==> src/rtl/gpio_grp_pkg.sv <==
package gpio_grp_pkg;
    localparam int unsigned BUS_W  = 16;
    localparam int unsigned ADDR_W = 2;

    typedef enum logic [ADDR_W-1:0] {
        OFS_DATA = 2'd0,
        OFS_CTRL = 2'd1,
        OFS_FLAG = 2'd2,
        OFS_STAT = 2'd3
    } reg_ofs_e;
endpackage

==> src/rtl/gpio_pin_sync.sv <==
module gpio_pin_sync #(
    parameter int unsigned W = 8
) (
    input  logic         clk,
    input  logic         rst_n,
    input  logic [W-1:0] pin_i,
    output logic [W-1:0] lvl_o,
    output logic [W-1:0] prv_o
);
    typedef struct packed {
        logic [W-1:0] s1;
        logic [W-1:0] s2;
        logic [W-1:0] prv;
    } sync_t;

    sync_t st_d, st_q;

    always_comb begin
        st_d     = st_q;
        st_d.s1  = pin_i;
        st_d.s2  = st_q.s1;
        st_d.prv = st_q.s2;
    end

    always_ff @(posedge clk) begin
        if (!rst_n) st_q <= '0;
        else        st_q <= st_d;
    end

    assign lvl_o = st_q.s2;
    assign prv_o = st_q.prv;
endmodule

==> src/rtl/gpio_cfg_regs.sv <==
module gpio_cfg_regs
    import gpio_grp_pkg::*;
#(
    parameter int unsigned W = 8
) (
    input  logic             clk,
    input  logic             rst_n,
    input  logic             wr_i,
    input  logic [ADDR_W-1:0] addr_i,
    input  logic [BUS_W-1:0] wdata_i,
    output logic [W-1:0]     out_o,
    output logic [W-1:0]     en_o,
    output logic [W-1:0]     fall_o,
    output logic [W-1:0]     clr_o
);
    localparam int unsigned HI = BUS_W / 2;

    typedef struct packed {
        logic [W-1:0] outv;
        logic [W-1:0] en;
        logic [W-1:0] fall;
    } cfg_t;

    cfg_t cf_d, cf_q;

    always_comb begin
        cf_d  = cf_q;
        clr_o = '0;
        if (wr_i) begin
            unique case (reg_ofs_e'(addr_i))
                OFS_DATA: cf_d.outv = wdata_i[HI +: W];
                OFS_CTRL: begin
                    cf_d.en   = wdata_i[HI +: W];
                    cf_d.fall = wdata_i[0 +: W];
                end
                OFS_FLAG: clr_o = wdata_i[0 +: W];
                default:  ;
            endcase
        end
    end

    always_ff @(posedge clk) begin
        if (!rst_n) cf_q <= '0;
        else        cf_q <= cf_d;
    end

    assign out_o  = cf_q.outv;
    assign en_o   = cf_q.en;
    assign fall_o = cf_q.fall;
endmodule

==> src/rtl/gpio_flag_bank.sv <==
module gpio_flag_bank #(
    parameter int unsigned W = 8
) (
    input  logic         clk,
    input  logic         rst_n,
    input  logic [W-1:0] lvl_i,
    input  logic [W-1:0] prv_i,
    input  logic [W-1:0] fall_i,
    input  logic [W-1:0] en_i,
    input  logic [W-1:0] clr_i,
    output logic [W-1:0] hit_o,
    output logic [W-1:0] flag_o,
    output logic         pend_o
);
    typedef struct packed {
        logic [W-1:0] flag;
    } flg_t;

    flg_t fl_d, fl_q;
    logic [W-1:0] hit;

    for (genvar p = 0; p < W; p++) begin : g_edge
        always_comb begin
            if (fall_i[p]) hit[p] = prv_i[p] & ~lvl_i[p];
            else           hit[p] = lvl_i[p] & ~prv_i[p];
        end
    end

    always_comb begin
        fl_d      = fl_q;
        fl_d.flag = (fl_q.flag & ~clr_i) | hit;
    end

    always_ff @(posedge clk) begin
        if (!rst_n) fl_q <= '0;
        else        fl_q <= fl_d;
    end

    assign hit_o  = hit;
    assign flag_o = fl_q.flag;
    assign pend_o = |(fl_q.flag & en_i);
endmodule

==> src/rtl/gpio_grp_port.sv <==
module gpio_grp_port
    import gpio_grp_pkg::*;
#(
    parameter int unsigned W = 8
) (
    input  logic              clk,
    input  logic              rst_n,
    input  logic [W-1:0]      pin_in_i,
    output logic [W-1:0]      pin_out_o,
    input  logic              bus_sel_i,
    input  logic              bus_wr_i,
    input  logic [ADDR_W-1:0] bus_addr_i,
    input  logic [BUS_W-1:0]  bus_wdata_i,
    output logic [BUS_W-1:0]  bus_rdata_o,
    output logic              irq_o,
    output logic              grp_o
);
    localparam int unsigned HI = BUS_W / 2;

    logic [W-1:0] lvl_w, prv_w, out_w, en_w, fall_w, clr_w, hit_w, flag_w;
    logic         pend_w;
    logic         wr_w;

    assign wr_w = bus_sel_i & bus_wr_i;

    gpio_pin_sync #(.W(W)) sync_i (
        .clk(clk), .rst_n(rst_n), .pin_i(pin_in_i), .lvl_o(lvl_w), .prv_o(prv_w)
    );

    gpio_cfg_regs #(.W(W)) cfg_i (
        .clk(clk), .rst_n(rst_n), .wr_i(wr_w), .addr_i(bus_addr_i),
        .wdata_i(bus_wdata_i), .out_o(out_w), .en_o(en_w), .fall_o(fall_w),
        .clr_o(clr_w)
    );

    gpio_flag_bank #(.W(W)) flg_i (
        .clk(clk), .rst_n(rst_n), .lvl_i(lvl_w), .prv_i(prv_w), .fall_i(fall_w),
        .en_i(en_w), .clr_i(clr_w), .hit_o(hit_w), .flag_o(flag_w), .pend_o(pend_w)
    );

    always_comb begin
        bus_rdata_o = '0;
        unique case (reg_ofs_e'(bus_addr_i))
            OFS_DATA: begin
                bus_rdata_o[0 +: W]  = lvl_w;
                bus_rdata_o[HI +: W] = out_w;
            end
            OFS_CTRL: begin
                bus_rdata_o[0 +: W]  = fall_w;
                bus_rdata_o[HI +: W] = en_w;
            end
            OFS_FLAG: bus_rdata_o[0 +: W] = flag_w;
            OFS_STAT: bus_rdata_o[0]      = pend_w;
            default:  ;
        endcase
    end

    assign pin_out_o = out_w;
    assign irq_o     = pend_w;
    assign grp_o     = pend_w;
endmodule

==> config.mk <==
export PLATFORM = sky130hd
export DESIGN_NAME = gpio_grp_port
export DESIGN_NICKNAME = d
export VERILOG_FILES = /design/src/rtl/gpio_grp_pkg.sv /design/src/rtl/gpio_pin_sync.sv /design/src/rtl/gpio_cfg_regs.sv /design/src/rtl/gpio_flag_bank.sv /design/src/rtl/gpio_grp_port.sv
export SDC_FILE = /design/constraint.sdc
export NUM_CORES = 1
export LEC_CHECK = 0
export CORE_MARGIN = 3
export CORE_UTILIZATION = 50
export DETAILED_ROUTE_END_ITERATION = 6
export GPL_TIMING_DRIVEN = 0
export PLACE_DENSITY = 0.78
export SETUP_SLACK_MARGIN = 0.4
export SLEW_MARGIN = 10
export SYNTH_ARGS = -nofsm -noshare
export SYNTH_HDL_FRONTEND = slang
export SYNTH_HIERARCHICAL = 1
export SYNTH_SLANG_ARGS = --single-unit
==> constraint.sdc <==
create_clock -name clk -period 1.5 [get_ports clk]
set_clock_uncertainty 0.05 [all_clocks]
set_input_delay 0.15 -clock clk [delete_from_list [all_inputs] [get_ports clk]]
set_output_delay 0.15 -clock clk [all_outputs]
set_load 0.02 [all_outputs]
# Word level (Yosys, flattened, before mapping)
# Index checks and enable logic that the tools add are counted.
[totals]
output_inout_bits = 26
word_cells = 64
in_bits = 30
reg_bits = 56
[classes]
muxes = 13
eq_ne = 3
n_reduce_logical = 4
n_bitwise = 37
[op_table]
columns = ["operator", "count"]
rows = [
  ["7-bit case mux with 3 select lines", 1],
  ["1-bit AND", 17],
  ["8-bit AND", 2],
  ["8-bit 2-to-1 mux", 2],
  ["1-bit inverter", 16],
  ["8-bit case mux with 2 select lines", 1],
  ["1-bit 2-to-1 mux", 8],
  ["8-bit inverter", 1],
  ["8-bit bitwise OR", 1],
  ["8-bit OR reduction", 1],
  ["2-bit equality test (second input constant)", 2],
  ["1-bit case mux with 4 select lines", 1],
  ["2-bit AND reduction", 2],
  ["2-bit by 1-bit equality test with 1-bit output (second input constant)", 1],
  ["2-bit logical NOT", 1],
]

# Longest topological paths before layout
# Gate-level depths: netlist of the first run.
[depth]
depth_word = 6
ltp_mapped = 5
depth_no_buf = 5

# Cells and area by module
# The synthesis of the first run kept the hierarchy.
[modules_own_cells]
columns = ["module", "n_inst", "seq_area_each_um2", "area_each_um2", "cells_each"]
rows = [
  ["gpio_cfg_regs", 1, 480.5, 998.5, 106],
  ["gpio_pin_sync", 1, 480.5, 735.7, 58],
  ["gpio_flag_bank", 1, 160.2, 630.6, 64],
  ["gpio_grp_port", 1, 0.0, 324.1, 39],
]

# Least setup slack after synthesis of the first run
# Ideal clock, no wire load.
[synth_path]
path_type = "register to output"
start = "reg cfg_i.cf_q, in the netlist cfg_i/en_o[1]"
end = "out bus_rdata_o[0]"
n_path_buf = 0
stages_incl_launch_ff = 4
required_ns = 1.300
arrival_ns = 1.380
path_slack_ns = -0.080
cell_sequence = "dfxtp_1 a22oi_1 nand4_1 mux4_2"
[synth_via]
elab_chain_len = 3
[synth_rtl]
columns = ["element", "line_no", "source"]
rows = [
  ["start, declared", "gpio_cfg_regs.sv:24", "cfg_t cf_d, cf_q;"],
  ["start signal, assigned", "gpio_cfg_regs.sv:43", "if (!rst_n) cf_q <= '0;"],
  ["start signal, assigned", "gpio_cfg_regs.sv:44", "else cf_q <= cf_d;"],
  ["8-bit AND", "gpio_flag_bank.sv:41", "assign pend_o = |(fl_q.flag & en_i);"],
  ["8-bit OR reduction", "gpio_flag_bank.sv:41", ""],
  ["named net grp_o", "gpio_grp_port.sv:16", "output logic grp_o"],
  ["1-bit case mux with 4 select lines", "gpio_grp_port.sv:43", "unique case (reg_ofs_e'(bus_addr_i))"],
  ["end, declared", "gpio_grp_port.sv:14", "output logic [BUS_W-1:0] bus_rdata_o,"],
]
# The timed path passes the listed nets, and every way through them passes these cells.

# Worst setup path after layout of the first run
[layout_path]
start = "reg cfg_i.cf_q, in the netlist cfg_i/en_o[0]"
end = "out bus_rdata_o[0]"
[layout_via]
elab_chain_len = 3
[layout_rtl]
columns = ["element", "line_no"]
rows = [
  ["8-bit AND", "gpio_flag_bank.sv:41"],
  ["8-bit OR reduction", "gpio_flag_bank.sv:41"],
  ["1-bit case mux with 4 select lines", "gpio_grp_port.sv:43"],
]
# Every way passes these cells.

==> qor.yml, run 1 <==
status: "finished, violations left"
violations: "setup timing"
dpl.hpwl_um: 4180
crit_path_top_delay_cell: "mux4_2"
critPathBufInv: 1
power_mw: 2.82
rsz0062_at_grt: "yes"
firstDrtPassIters: 4
wirelength_um: 6430
p_per_area_nw_per_um2: 783
io_pins: 56
clk_path_buf_depth: 2
finalCritPeriodShare: 1.28
worst_pin_slew_ps: 271
cpPeakStageDelay_ps: 510
die_w_um: 78.2
fp-row-count: 25
grt_pass1_wl_um: 10400
drc: 0
clock-sinks: 56
cts_root_buffer: "clkbuf_8"
numPortBuffers: 55
area_delta_synth_final_pct: 37.8
power_leakage_nw: 1.56
max_clock_freq_mhz: 520
layout.nets: 364
synth_cells: 251
setup_viol: 3
grt-ovfl-total: 0
clkLatencyLatePin_ps: 310
worstPathCellList: "a22oi_1 -> nand4_1 -> mux4_2 -> buf_6"
cts_tree: "done"
antenna_found_initial: 0
cts.reportedPaths.clkPinSlew_ps: 100
ant_nets: 0
syn-cell-area_um2: 2610
crit_family: "multiplexers"
max_cap_viol_count: 0
fillCellCount: 360
drive_gt1_frac: 0.452
grt.total_usage: 0.219
vias: 2115
ys_warn_count: 6
ir_worst_vdd_uv: 730
hold_path_class: "in2reg"
fin_ws_ps: -421
critPathKind: "reg2out"
ctsHtreeMaxLevel: 2
min_period_ps: 1920
hold_viol: 0
startpoint_type: "flop"
required_ps: 1300
grt_pass1_vias: 2108
diodes: 0
globalplace.congestion: 0.763
wl_per_cell_um: 16.0
grt_max_degree: 16
initial_core_util: 0.535
worstPathArrival_ps: 1720
fp.dieH_um: 78.2
cts_made_buffers: 5
die-area_um2: 6120
cts_hold_buffers: 0
syn-num-nets: 281
path_max_fanout: 3
whs_ps: 246
worstSetupEndpointType: "output port"
slew_headroom: 0.819
design.core.area_um2: 4880
drt_iter0_drc: 100
vias_per_cell: 5.27
report.final.slew_viol_count: 0
synth_area_per_cell_um2: 10.4
registers in the layout, summed over array words and instances, names as in the netlist:
signal and count:
flg_i/flag_o 8, cfg_i/out_o 8, sync_i/st_d 8, cfg_i/en_o 8
sync_i/prv_o 8, cfg_i/fall_o 8, sync_i/lvl_o 8
layout by cell type, fill, tap and decap left out, drive strengths merged:
master and count:
a22oi 4, and2 33, and3b 2, buf 67
bufbuf 1, clkbuf 12, clkdlybuf4s15 2, clkdlybuf4s50 24
clkinv 1, dfxtp 56, dlygate4sd2 1, inv 1
mux2i 39, mux4 1, nand2 40, nand2b 8
nand3b 8, nand4 1, nand4b 8, nor2 8
nor2b 1, o2bb2ai 7, o311ai 8, or3b 1
routing by layer:
metal  global-route usage  vias up  wire length [um]  share of wire
met5                    0        -                 0              0
met4               0.0839        0               137          0.021
met3               0.0505       18               358          0.056
met2                0.366       69              3150           0.49
met1                0.274     1006              2780           0.43
li1                     -     1022                 -              -
cell type report:
type                    instances  area, um^2  share of cell area
inverters                       1        8.76             0.00244
well taps                      67        83.8              0.0233
clock buffers                   6        72.6              0.0202
clock inverters                 1        5.00             0.00139
flip-flops and latches         56        1160               0.323
repair buffers                 76         694               0.193
multi-input cells             169        1310               0.363
plain buffers                  25         267              0.0741
metrics by stage:
stage          area (um^2)   util  setup TNS, ps  setup WS, ps  cells
6_report              3600  0.737           -773          -421    401
5_1_grt               3600  0.737           -936          -473    401
4_1_cts               3570  0.732           -388          -303    400
3_5_place_dp          3240  0.665         -19560          -747    373
3_3_place_gp          3240  0.665         -19420          -727    373
2_1_floorplan         2610      -          -76.7         -76.7    251
power breakdown:
part / total [mW] / leakage (nW) / switching, mW / internal (mW)
logic: 0.447 / 1.05 / 0.190 / 0.257
registers: 1.58 / 0.471 / 0.0368 / 1.54
clock network: 0.788 / 0.0410 / 0.468 / 0.319
worst register-to-register path: stages (launching register included):
cell,delay [ps]
dfxtp_2,340
buf_6,110
buf_4,120
nand4b_1,200
o311ai_2,100
final timing paths:
| kind | endpoint | slack [ps] | cells past startpoint | from |
|---|---|---|---|---|
| setup / recovery | bus_rdata_o[0] | -420 | 4 | cfg_i/en_o[0]$_SDFFE_PN0P_ |
| hold / removal | cfg_i/out_o[4]$_SDFFE_PN0P_ | 250 | 4 | bus_addr_i[0] |
| setup reg to reg | flg_i/flag_o[2]$_SDFF_PN0_ | 480 | 4 | sync_i/lvl_o[2]$_SDFF_PN0_ |
| hold reg to reg | sync_i/lvl_o[1]$_SDFF_PN0_ | 400 | 1 | sync_i/st_d[9]$_SDFF_PN0_ |
timing repair:
action | 4_1_cts | 5_1_grt
hold endpoints to repair | 0 | 0
pin swaps | 11 | 7
endpoints found under the setup margin | 59 | 41
gates cloned | 2 | 0
gates resized for setup | 191 | 13
setup buffers | 18 | 1
No activity file was read; power rests on OpenSTA's default activity.
==> run 2, diff against run 1 <==
--- a/config.mk
+++ b/config.mk
@@ -9,6 +9,7 @@
 export CORE_UTILIZATION = 50
 export DETAILED_ROUTE_END_ITERATION = 6
 export GPL_TIMING_DRIVEN = 0
+export HOLD_SLACK_MARGIN = 0.06
 export PLACE_DENSITY = 0.78
 export SETUP_SLACK_MARGIN = 0.4
 export SLEW_MARGIN = 10
==> results of run 2 <==
Final layout, timing and power as in run 1 (identical DEF).
==> run 3, diff against run 2 <==
--- a/config.mk
+++ b/config.mk
@@ -7,6 +7,7 @@
 export LEC_CHECK = 0
 export CORE_MARGIN = 3
 export CORE_UTILIZATION = 50
+export CTS_CLUSTER_SIZE = 8
 export DETAILED_ROUTE_END_ITERATION = 6
 export GPL_TIMING_DRIVEN = 0
 export HOLD_SLACK_MARGIN = 0.06
@@ -17,3 +18,4 @@
 export SYNTH_HDL_FRONTEND = slang
 export SYNTH_HIERARCHICAL = 1
 export SYNTH_SLANG_ARGS = --single-unit
+export TNS_END_PERCENT = 5
==> run 3 against run 2 <==
  * The flow still finishes with violations (setup timing)
  * Non-clock buffer count decreased by 8
  * Setup slack improved by 61 ps
  * Combinational power decreased by 5.1%
  * Critical path depth unchanged
  * First-iteration DRC count increased by 49%
  * Core utilization decreased by 2.4 points
  * Final cell count decreased by 2.0%
  * Largest cell class unchanged
==> qor.yml, run 3 (synthesis results as in run 1) <==
seq_area_um2: 1160
fp.dieH_um: 78.2
hold_viol: 0
grt.total_usage: 0.215
finalCritPeriodShare: 1.24
drt_iter0_drc: 149
rsz0062_at_grt: "yes"
status: "finished, violations left"
critPathKind: "reg2out"
dpl.hpwl_um: 4180
drive_gt1_frac: 0.436
required_ps: 1300
die_w_um: 78.2
vias: 2041
design.core.area_um2: 4880
area_delta_synth_final_pct: 33.4
max_clock_freq_mhz: 538
setup_tns_ps: -578
startpoint_type: "flop"
antenna_found_initial: 0
power_leakage_nw: 1.50
setup_viol: 3
fin_ws_ps: -360
slew_headroom: 0.821
ant_nets: 0
grt_pass1_vias: 2110
numPortBuffers: 55
cts_hold_buffers: 0
min_period_ps: 1860
layout.nets: 356
wirelength_um: 6270
pre_cts_slack_ps: -747
firstDrtPassIters: 4
cts_tree: "done"
die-area_um2: 6120
io_pins: 56
globalplace.congestion: 0.763
clkLatencyLatePin_ps: 300
grt-ovfl-total: 0
ctsHtreeMaxLevel: 2
grt_pass1_wl_um: 10300
initial_core_util: 0.535
p_per_area_nw_per_um2: 802
wl_per_cell_um: 16.0
diodes: 0
whs_ps: 253
path_max_fanout: 3
report.final.slew_viol_count: 0
multi_input_area_um2: 1290
max_cap_viol_count: 0
hold_path_class: "in2reg"
final_common_cell: "nand2_1"
cts_made_buffers: 5
violations: "setup timing"
worstPathArrival_ps: 1660
power_mw: 2.79
final_cell_mix: "40 x nand2_1, 39 x mux2i_1, 33 x dfxtp_2"
drc: 0
worst_pin_slew_ps: 268
clock-sinks: 56
cts.reportedPaths.clkPinSlew_ps: 90
fillCellCount: 380
clk_path_buf_depth: 2
fp-row-count: 25
ir_worst_vdd_uv: 740
vias_per_cell: 5.19
grt_max_degree: 16
worstSetupEndpointType: "output port"
cts_root_buffer: "clkbuf_8"
==> run 3: power breakdown <==
part           internal, mW  total (mW)  switching, mW
sequential             1.54        1.58         0.0360
combinational         0.237       0.424          0.187
clock                 0.319       0.786          0.466
total                  2.10        2.79          0.689
==> run 3: worst paths after layout <==
| path | from | to | slack [ps] | cells past startpoint |
|---|---|---|---|---|
| worst max-delay path | flg_i/flag_o[1]$_SDFF_PN0_ | bus_rdata_o[0] | -360 | 4 |
| worst min-delay path | rst_n | sync_i/lvl_o[7]$_SDFF_PN0_ | 250 | 2 |
| worst max register to register | sync_i/lvl_o[1]$_SDFF_PN0_ | flg_i/flag_o[1]$_SDFF_PN0_ | 620 | 3 |
| worst min register to register | sync_i/st_d[9]$_SDFF_PN0_ | sync_i/lvl_o[1]$_SDFF_PN0_ | 400 | 1 |
==> run 3: repair_timing <==
item / 4_1_cts / 5_1_grt
gates resized for setup: 181 / 12
endpoints found under the hold margin: 0 / 0
buffers inserted: 11 / 1
pin swaps: 19 / 21
endpoints found under the setup margin: 59 / 44
cloned: 1 / 0
==> run 3: layout make-up <==
class,instances,area share
plain buffers,25,0.0758
clock buffers,6,0.0208
clock inverters,1,0.00144
inverters,1,0.00252
multi-input cells,169,0.371
flip-flops and latches,56,0.334
well taps,67,0.0241
repair buffers,68,0.170
==> run 3: metal layers <==
metal,GRT usage,routed length (um),vias up
met4,0.0717,83,0
met5,0,0,-
met2,0.378,3230,60
met1,0.264,2660,968
met3,0.0424,304,9
li1,-,-,1004
==> run 3: worst max-delay path: stages (launching register included) <==
cell	delay (ps)
dfxtp_2	350
a22oi_1	180
nand4_1	160
mux4_2	510
buf_6	150
==> run 3: through the flow <==
step            util  cells  area, um^2
6_report       0.713    393        3480
3_3_place_gp   0.665    373        3240
5_1_grt        0.713    393        3480
4_1_cts        0.709    392        3460
3_5_place_dp   0.665    373        3240
2_1_floorplan      -    251        2610
